[src/rtl/smbt_pkg.sv]
package smbt_pkg;
   typedef enum logic [2:0] {
      ST_IDLE,
      ST_ADDR,
      ST_INDEX,
      ST_COUNT,
      ST_WDATA,
      ST_TXCNT,
      ST_TXDATA,
      ST_SKIP
   } smbt_state_e;
endpackage

[src/rtl/smbt_sync.sv]
module smbt_sync #(
   parameter int STAGES = 2
) (
   input  logic clk,
   input  logic rst_n,
   input  logic scl_raw,
   input  logic sda_raw,
   output logic scl,
   output logic sda,
   output logic scl_rise,
   output logic scl_fall,
   output logic start_det,
   output logic stop_det
);
   logic [STAGES-1:0] scl_pipe, sda_pipe;
   logic              scl_q, sda_q;

   always_ff @(posedge clk or negedge rst_n) begin
      if (!rst_n) begin
         scl_pipe <= '1;
         sda_pipe <= '1;
         scl_q    <= 1'b1;
         sda_q    <= 1'b1;
      end else begin
         scl_pipe <= {scl_pipe[STAGES-2:0], scl_raw};
         sda_pipe <= {sda_pipe[STAGES-2:0], sda_raw};
         scl_q    <= scl;
         sda_q    <= sda;
      end
   end

   assign scl       = scl_pipe[STAGES-1];
   assign sda       = sda_pipe[STAGES-1];
   assign scl_rise  = scl & ~scl_q;
   assign scl_fall  = ~scl & scl_q;
   assign start_det = scl & scl_q & sda_q & ~sda;
   assign stop_det  = scl & scl_q & ~sda_q & sda;
endmodule

[src/rtl/smbt_regfile.sv]
module smbt_regfile #(
   parameter int DEPTH = 16,
   parameter int AW    = 4
) (
   input  logic          clk,
   input  logic          rst_n,
   input  logic          we,
   input  logic [AW-1:0] waddr,
   input  logic [7:0]    wdata,
   input  logic [AW-1:0] raddr_a,
   output logic [7:0]    rdata_a,
   input  logic [AW-1:0] raddr_b,
   output logic [7:0]    rdata_b
);
   logic [7:0] mem [DEPTH];

   always_ff @(posedge clk or negedge rst_n) begin
      if (!rst_n) begin
         for (int i = 0; i < DEPTH; i++) mem[i] <= '0;
      end else if (we) begin
         mem[waddr] <= wdata;
      end
   end

   assign rdata_a = mem[raddr_a];
   assign rdata_b = mem[raddr_b];
endmodule

[src/rtl/smbt_target.sv]
module smbt_target #(
   parameter logic [6:0] DEV_ADDR    = 7'h6A,
   parameter int         NUM_REGS    = 16,
   parameter int         CNT_REG     = 8,
   parameter int         SYNC_STAGES = 2
) (
   input  logic clk,
   input  logic rst_n,
   input  logic scl_i,
   input  logic sda_i,
   output logic sda_oe
);
   import smbt_pkg::*;

   localparam int IDX_W = $clog2(NUM_REGS);

   if (NUM_REGS < 2 || (1 << IDX_W) != NUM_REGS)
      $error("NUM_REGS must be a power of two of at least 2");
   if (CNT_REG < 0 || CNT_REG >= NUM_REGS)
      $error("CNT_REG must index the register array");
   if (SYNC_STAGES < 2)
      $error("SYNC_STAGES must be at least 2");

   logic scl, sda, scl_rise, scl_fall, start_det, stop_det;

   smbt_sync #(.STAGES(SYNC_STAGES)) u_sync (
      .clk(clk), .rst_n(rst_n), .scl_raw(scl_i), .sda_raw(sda_i),
      .scl(scl), .sda(sda), .scl_rise(scl_rise), .scl_fall(scl_fall),
      .start_det(start_det), .stop_det(stop_det)
   );

   smbt_state_e      st, nxt_st;
   logic [3:0]       bit_cnt;
   logic [7:0]       rx_sh, tx_sh, remain;
   logic [IDX_W-1:0] ptr;
   logic             ack_pend, sda_oe_q;
   logic [7:0]       rx_byte, rdata_ptr, rdata_cnt;
   logic             we, is_rx, is_tx;

   assign rx_byte = {rx_sh[6:0], sda};
   assign is_rx   = (st == ST_ADDR) || (st == ST_INDEX) || (st == ST_COUNT) || (st == ST_WDATA);
   assign is_tx   = (st == ST_TXCNT) || (st == ST_TXDATA);
   assign we      = scl_rise && (bit_cnt == 4'd7) && (st == ST_WDATA) && (remain != 8'd0)
                    && !start_det && !stop_det;

   smbt_regfile #(.DEPTH(NUM_REGS), .AW(IDX_W)) u_regs (
      .clk(clk), .rst_n(rst_n), .we(we), .waddr(ptr), .wdata(rx_byte),
      .raddr_a(ptr), .rdata_a(rdata_ptr),
      .raddr_b(IDX_W'(CNT_REG)), .rdata_b(rdata_cnt)
   );

   always_ff @(posedge clk or negedge rst_n) begin
      if (!rst_n) begin
         st       <= ST_IDLE;
         nxt_st   <= ST_IDLE;
         bit_cnt  <= '0;
         rx_sh    <= '0;
         tx_sh    <= '0;
         remain   <= '0;
         ptr      <= '0;
         ack_pend <= 1'b0;
         sda_oe_q <= 1'b0;
      end else if (start_det) begin
         st       <= ST_ADDR;
         bit_cnt  <= '0;
         ack_pend <= 1'b0;
         sda_oe_q <= 1'b0;
      end else if (stop_det) begin
         st       <= ST_IDLE;
         bit_cnt  <= '0;
         sda_oe_q <= 1'b0;
      end else if (st != ST_IDLE && st != ST_SKIP) begin
         if (scl_rise) begin
            if (bit_cnt != 4'd9) bit_cnt <= bit_cnt + 4'd1;
            if (is_rx && bit_cnt < 4'd8) rx_sh <= rx_byte;
            if (is_rx && bit_cnt == 4'd7) begin
               unique case (st)
                  ST_ADDR: begin
                     ack_pend <= (rx_byte[7:1] == DEV_ADDR);
                     if (rx_byte[7:1] != DEV_ADDR) nxt_st <= ST_SKIP;
                     else nxt_st <= rx_byte[0] ? ST_TXCNT : ST_INDEX;
                  end
                  ST_INDEX: begin
                     ptr      <= rx_byte[IDX_W-1:0];
                     ack_pend <= 1'b1;
                     nxt_st   <= ST_COUNT;
                  end
                  ST_COUNT: begin
                     remain   <= rx_byte;
                     ack_pend <= 1'b1;
                     nxt_st   <= ST_WDATA;
                  end
                  default: begin
                     if (remain != 8'd0) begin
                        ptr      <= ptr + 1'b1;
                        remain   <= remain - 8'd1;
                        ack_pend <= 1'b1;
                        nxt_st   <= ST_WDATA;
                     end else begin
                        ack_pend <= 1'b0;
                        nxt_st   <= ST_SKIP;
                     end
                  end
               endcase
            end
            if (is_tx && bit_cnt == 4'd8) nxt_st <= sda ? ST_SKIP : ST_TXDATA;
         end else if (scl_fall) begin
            if (bit_cnt == 4'd8) begin
               sda_oe_q <= is_rx & ack_pend;
            end else if (bit_cnt == 4'd9) begin
               bit_cnt <= '0;
               st      <= nxt_st;
               if (nxt_st == ST_TXCNT) begin
                  tx_sh    <= rdata_cnt;
                  sda_oe_q <= ~rdata_cnt[7];
               end else if (nxt_st == ST_TXDATA) begin
                  tx_sh    <= rdata_ptr;
                  sda_oe_q <= ~rdata_ptr[7];
                  ptr      <= ptr + 1'b1;
               end else begin
                  sda_oe_q <= 1'b0;
               end
            end else if (is_tx && bit_cnt != 4'd0) begin
               tx_sh    <= {tx_sh[6:0], 1'b0};
               sda_oe_q <= ~tx_sh[6];
            end
         end
      end
   end

   assign sda_oe = sda_oe_q;
endmodule

[config.mk]
export PLATFORM = sky130hd
export DESIGN_NAME = smbt_target
export DESIGN_NICKNAME = d
export VERILOG_FILES = /design/src/rtl/smbt_pkg.sv /design/src/rtl/smbt_sync.sv /design/src/rtl/smbt_regfile.sv /design/src/rtl/smbt_target.sv
export SDC_FILE = /design/constraint.sdc
export NUM_CORES = 1
export LEC_CHECK = 0
export BUFFER_PORTS_ARGS = -buffer_cell sky130_fd_sc_hd__buf_4
export CAP_MARGIN = 20
export CORE_AREA = 2 2 176 178
export DETAILED_ROUTE_END_ITERATION = 10
export DIE_AREA = 0 0 178 180
export PLACE_DENSITY_LB_ADDON = 0.15
export SLEW_MARGIN = 20
export SYNTH_ARGS = -nofsm -noshare
export SYNTH_HDL_FRONTEND = slang
export SYNTH_SLANG_ARGS = --single-unit
[constraint.sdc]
create_clock -name clk -period 2.65 [get_ports clk]
set_clock_uncertainty 0.1 [all_clocks]
set_input_delay 0.53 -clock clk [delete_from_list [all_inputs] [get_ports clk]]
set_output_delay 0.53 -clock clk [all_outputs]
set_load 0.01 [all_outputs]
==> run summary <==
Mapped Area: 8934 sq um
Critical path, cell by cell: inv_1, ha_2, or4b_4, o311ai_4, buf_6, nor3_4, buf_12, nand2_4, mux2_4
Crit path capture type: flop
R2R Setup Slk: 20 ps
Final Net Count: 694
Post-synth net total: 678
Fin. Hold Viols: 0
Max-Cap Viols: 0
Antenna-violating nets left: 0
First-pass GRT wire length: 36.29 mm
CP Max Fanout: 8
Sequential share of the synthesized area: 48.26%
Drt drc: 0
Leakage power: 0.005036 uW
H-Tree Depth: 4
Sw power: 1910 uW
Slew @ Worst Pin: 657.7 ps
Pins Over Slew Limit: 0
R2R depth: 9
GPL Wtd Cong: 0.7730
Final Setup Violations: 0
Detailed Route WL: 22.54 mm
Vias in the first global route: 5916
DP HPWL: 14.75 mm
Via-to-Cell Ratio: 5.020
Seq cells post-synth: 172
Later-pin clock latency in the skew report: 440 ps
Worst Hold Depth: 1
Crit share post-route: 99.21%
Hold path start: scl_i
CP max stage delay: 510 ps
Clock share of power: 39.8%
Commonest non-fill, non-tap cell in the layout: dfrtp_1
Maximum VDD drop: 0.4821 mV
# diodes: 0
Vias: 5457
Worst path arrival time: 2850 ps
Reg clk slew, reported paths: 70 ps
Sw frac: 30.82%
Asr flop ratio synth: 100.0%
Number of I/O pins: 5
Worst path bufs/invs: 3
Logic pwr share: 14.9%
Most used DFF post-synth: dfrtp_1
Synth warn: 0
Initial antenna violation count: 0
Startpoint Class: flop
Total track usage: 15.02%
Distinct cell type count of the synthesized netlist: 62
FMAX: 0.3804 GHz
Site Rows: 64
Most frequent cells in the layout: dfrtp_1, mux2_4, mux2_2
Seq pwr share: 45.3%
Wirelength per Cell: 20.73 microns
Final critical-path required period: 2629 ps
P_int: 4287 uW
Input/output buffers: 4
Crit Path Category: reg -> reg
HP Class: in -> reg
Max stage delay cell, worst path: or4b_4
RSZ-0062 raised after global routing: true
Core area: 30190 sq um
Total power: 6197 uW
Die X: 178 microns
Hold Path Sink: u_sync.scl_pipe[0]
Area of the die: 32040 sq um
Router iterations before antenna repair: 4
Starting Density: 29.59%
Number of synthesized flops with an enable pin: 0
Crit Reg-Reg Startpoint: remain[0]
Gr ovfl total: 0
Run status: finished clean
Relative slew margins: 56.15%
CTS root buffer: clkbuf_16
Syn_area_per_cell: 13.47 sq um
Num CTS Buffers: 17
Area Growth Syn to Fin: 15.22%
CTS tree: done
DR iter-0 viols: 402
Clk sinks: 172
Power Density: 602.0 nW/um^2
Crit-path leading delay family: simple AND/OR/NAND/NOR gates
Final Util: 34.10%
Die Span Y: 180 microns
Share of cells above drive strength 1: 39.94%
CP required: 2880 ps
Reg2reg end: u_regs.mem[24]
Syn Inst Count: 663
Largest net degree at the start of global routing: 60
Clk buf depth: 2
==> kinds of logic (layout without fill, tap and decap cells) <==
| logic type | after synthesis | in the layout | share of synthesized area, % |
|---|---|---|---|
| muxes | 185 | 185 | 29.76 |
| AOI/OAI and AO/OA | 104 | 104 | 7.871 |
| xor gates and xnor gates | 5 | 5 | 0.4902 |
| buffers and inverters | 61 | 89 | 3.067 |
| DFF | 172 | 172 | 48.26 |
| adders and majority gates | 11 | 11 | 1.541 |
| and+or+nand+nor | 125 | 125 | 9.006 |
==> registers in the layout, indices dropped and copies added, names as in the netlist, 3 cells and up <==
register	cells
u_regs.mem	128
remain	8
rx_sh	7
tx_sh	7
bit_cnt	4
ptr	4
nxt_st	3
st	3
==> power groups by stage <==
stage / clock [uW] / combinational, uW / sequential (uW)
2_1_floorplan: 0 / 614 / 2760
3_3_place_gp: 0 / 916 / 2850
3_5_place_dp: 0 / 923 / 2850
4_1_cts: 2550 / 931 / 2800
5_1_grt: 2650 / 1010 / 2820
6_report: 2470 / 924 / 2800
==> how the worst max path moves through the flow <==
stage / start / cells past startpoint / endpoint / slack [ps]
after global routing: remain[0] / 9 / u_regs.mem[29] / -30
after floorplan: remain[0] / 8 / u_regs.mem[100] / 110
after detailed placement: bit_cnt[0] / 6 / u_regs.mem[70] / -6
after global placement: u_sync.scl_pipe[1] / 6 / u_regs.mem[66] / 30
after CTS: remain[0] / 8 / u_regs.mem[70] / 30
final: remain[0] / 9 / u_regs.mem[24] / 20
==> per-layer routing <==
layer | track usage (%) | up-vias | wire (microns)
li1 | - | 2475 | -
met1 | 21.52 | 2913 | 11140
met2 | 23.38 | 53 | 10720
met3 | 2.855 | 16 | 447
met4 | 3.639 | 0 | 231
met5 | 0 | - | 0
==> synthesized netlist by cell type (10+ instances only) <==
library cell | number | area, sq um
dfrtp_1 | 166 | 4154
nor2_1 | 21 | 78.83
o211ai_1 | 10 | 75.07
o21ai_0 | 25 | 125.1
nand2_4 | 16 | 180.2
mux4_2 | 28 | 630.6
mux2_4 | 72 | 1081
ha_1 | 11 | 137.6
buf_2 | 21 | 105.1
inv_1 | 16 | 60.06
a21oi_1 | 23 | 115.1
mux2_2 | 69 | 777.0
nand2_1 | 32 | 120.1
clkbuf_1 | 18 | 67.56
==> metrics by stage <==
step / setup WS [ps] / cell area, sq um / instances / setup TNS [ps] / hold slack [ps]
6_report: 20.93 / 10290 / 1087 / 0 / 105.8
5_1_grt: -26.38 / 10290 / 1087 / -232.1 / 86.75
4_1_cts: 28.31 / 10130 / 1082 / 0 / 85.71
3_5_place_dp: -5.997 / 9543 / 1050 / -5.997 / 249.9
3_3_place_gp: 28.17 / 9543 / 1050 / 0 / 255.1
2_1_floorplan: 112.4 / 8934 / 663 / 0 / 134.4
==> what timing repair did <==
item	CTS	global route
hold buffers	1	0
cloned	0	0
setup endpoints to repair	2	123
setup buffers	0	5
pin swaps	0	4
endpoints found under the hold margin	7	0
gates resized for setup	1	12
==> final cells by class <==
type | count | area, sq um
clock inverters | 14 | 151.4
clock buffers | 17 | 425.4
flip-flops and latches | 172 | 4315
repair buffers | 41 | 405.4
inverters | 17 | 63.81
fillers | 2916 | 19900
well taps | 396 | 495.5
multi-input cells | 430 | 4437
==> worst register-to-register path: stages (launching register included) <==
cell and delay, ps:
dfrtp_1 400, inv_1 90, ha_2 190, or4b_4 510, o311ai_4 310, buf_6 200
nor3_4 60, buf_12 160, nand2_4 180, mux2_4 320
Note: power is estimated with default switching activity, not from simulation.
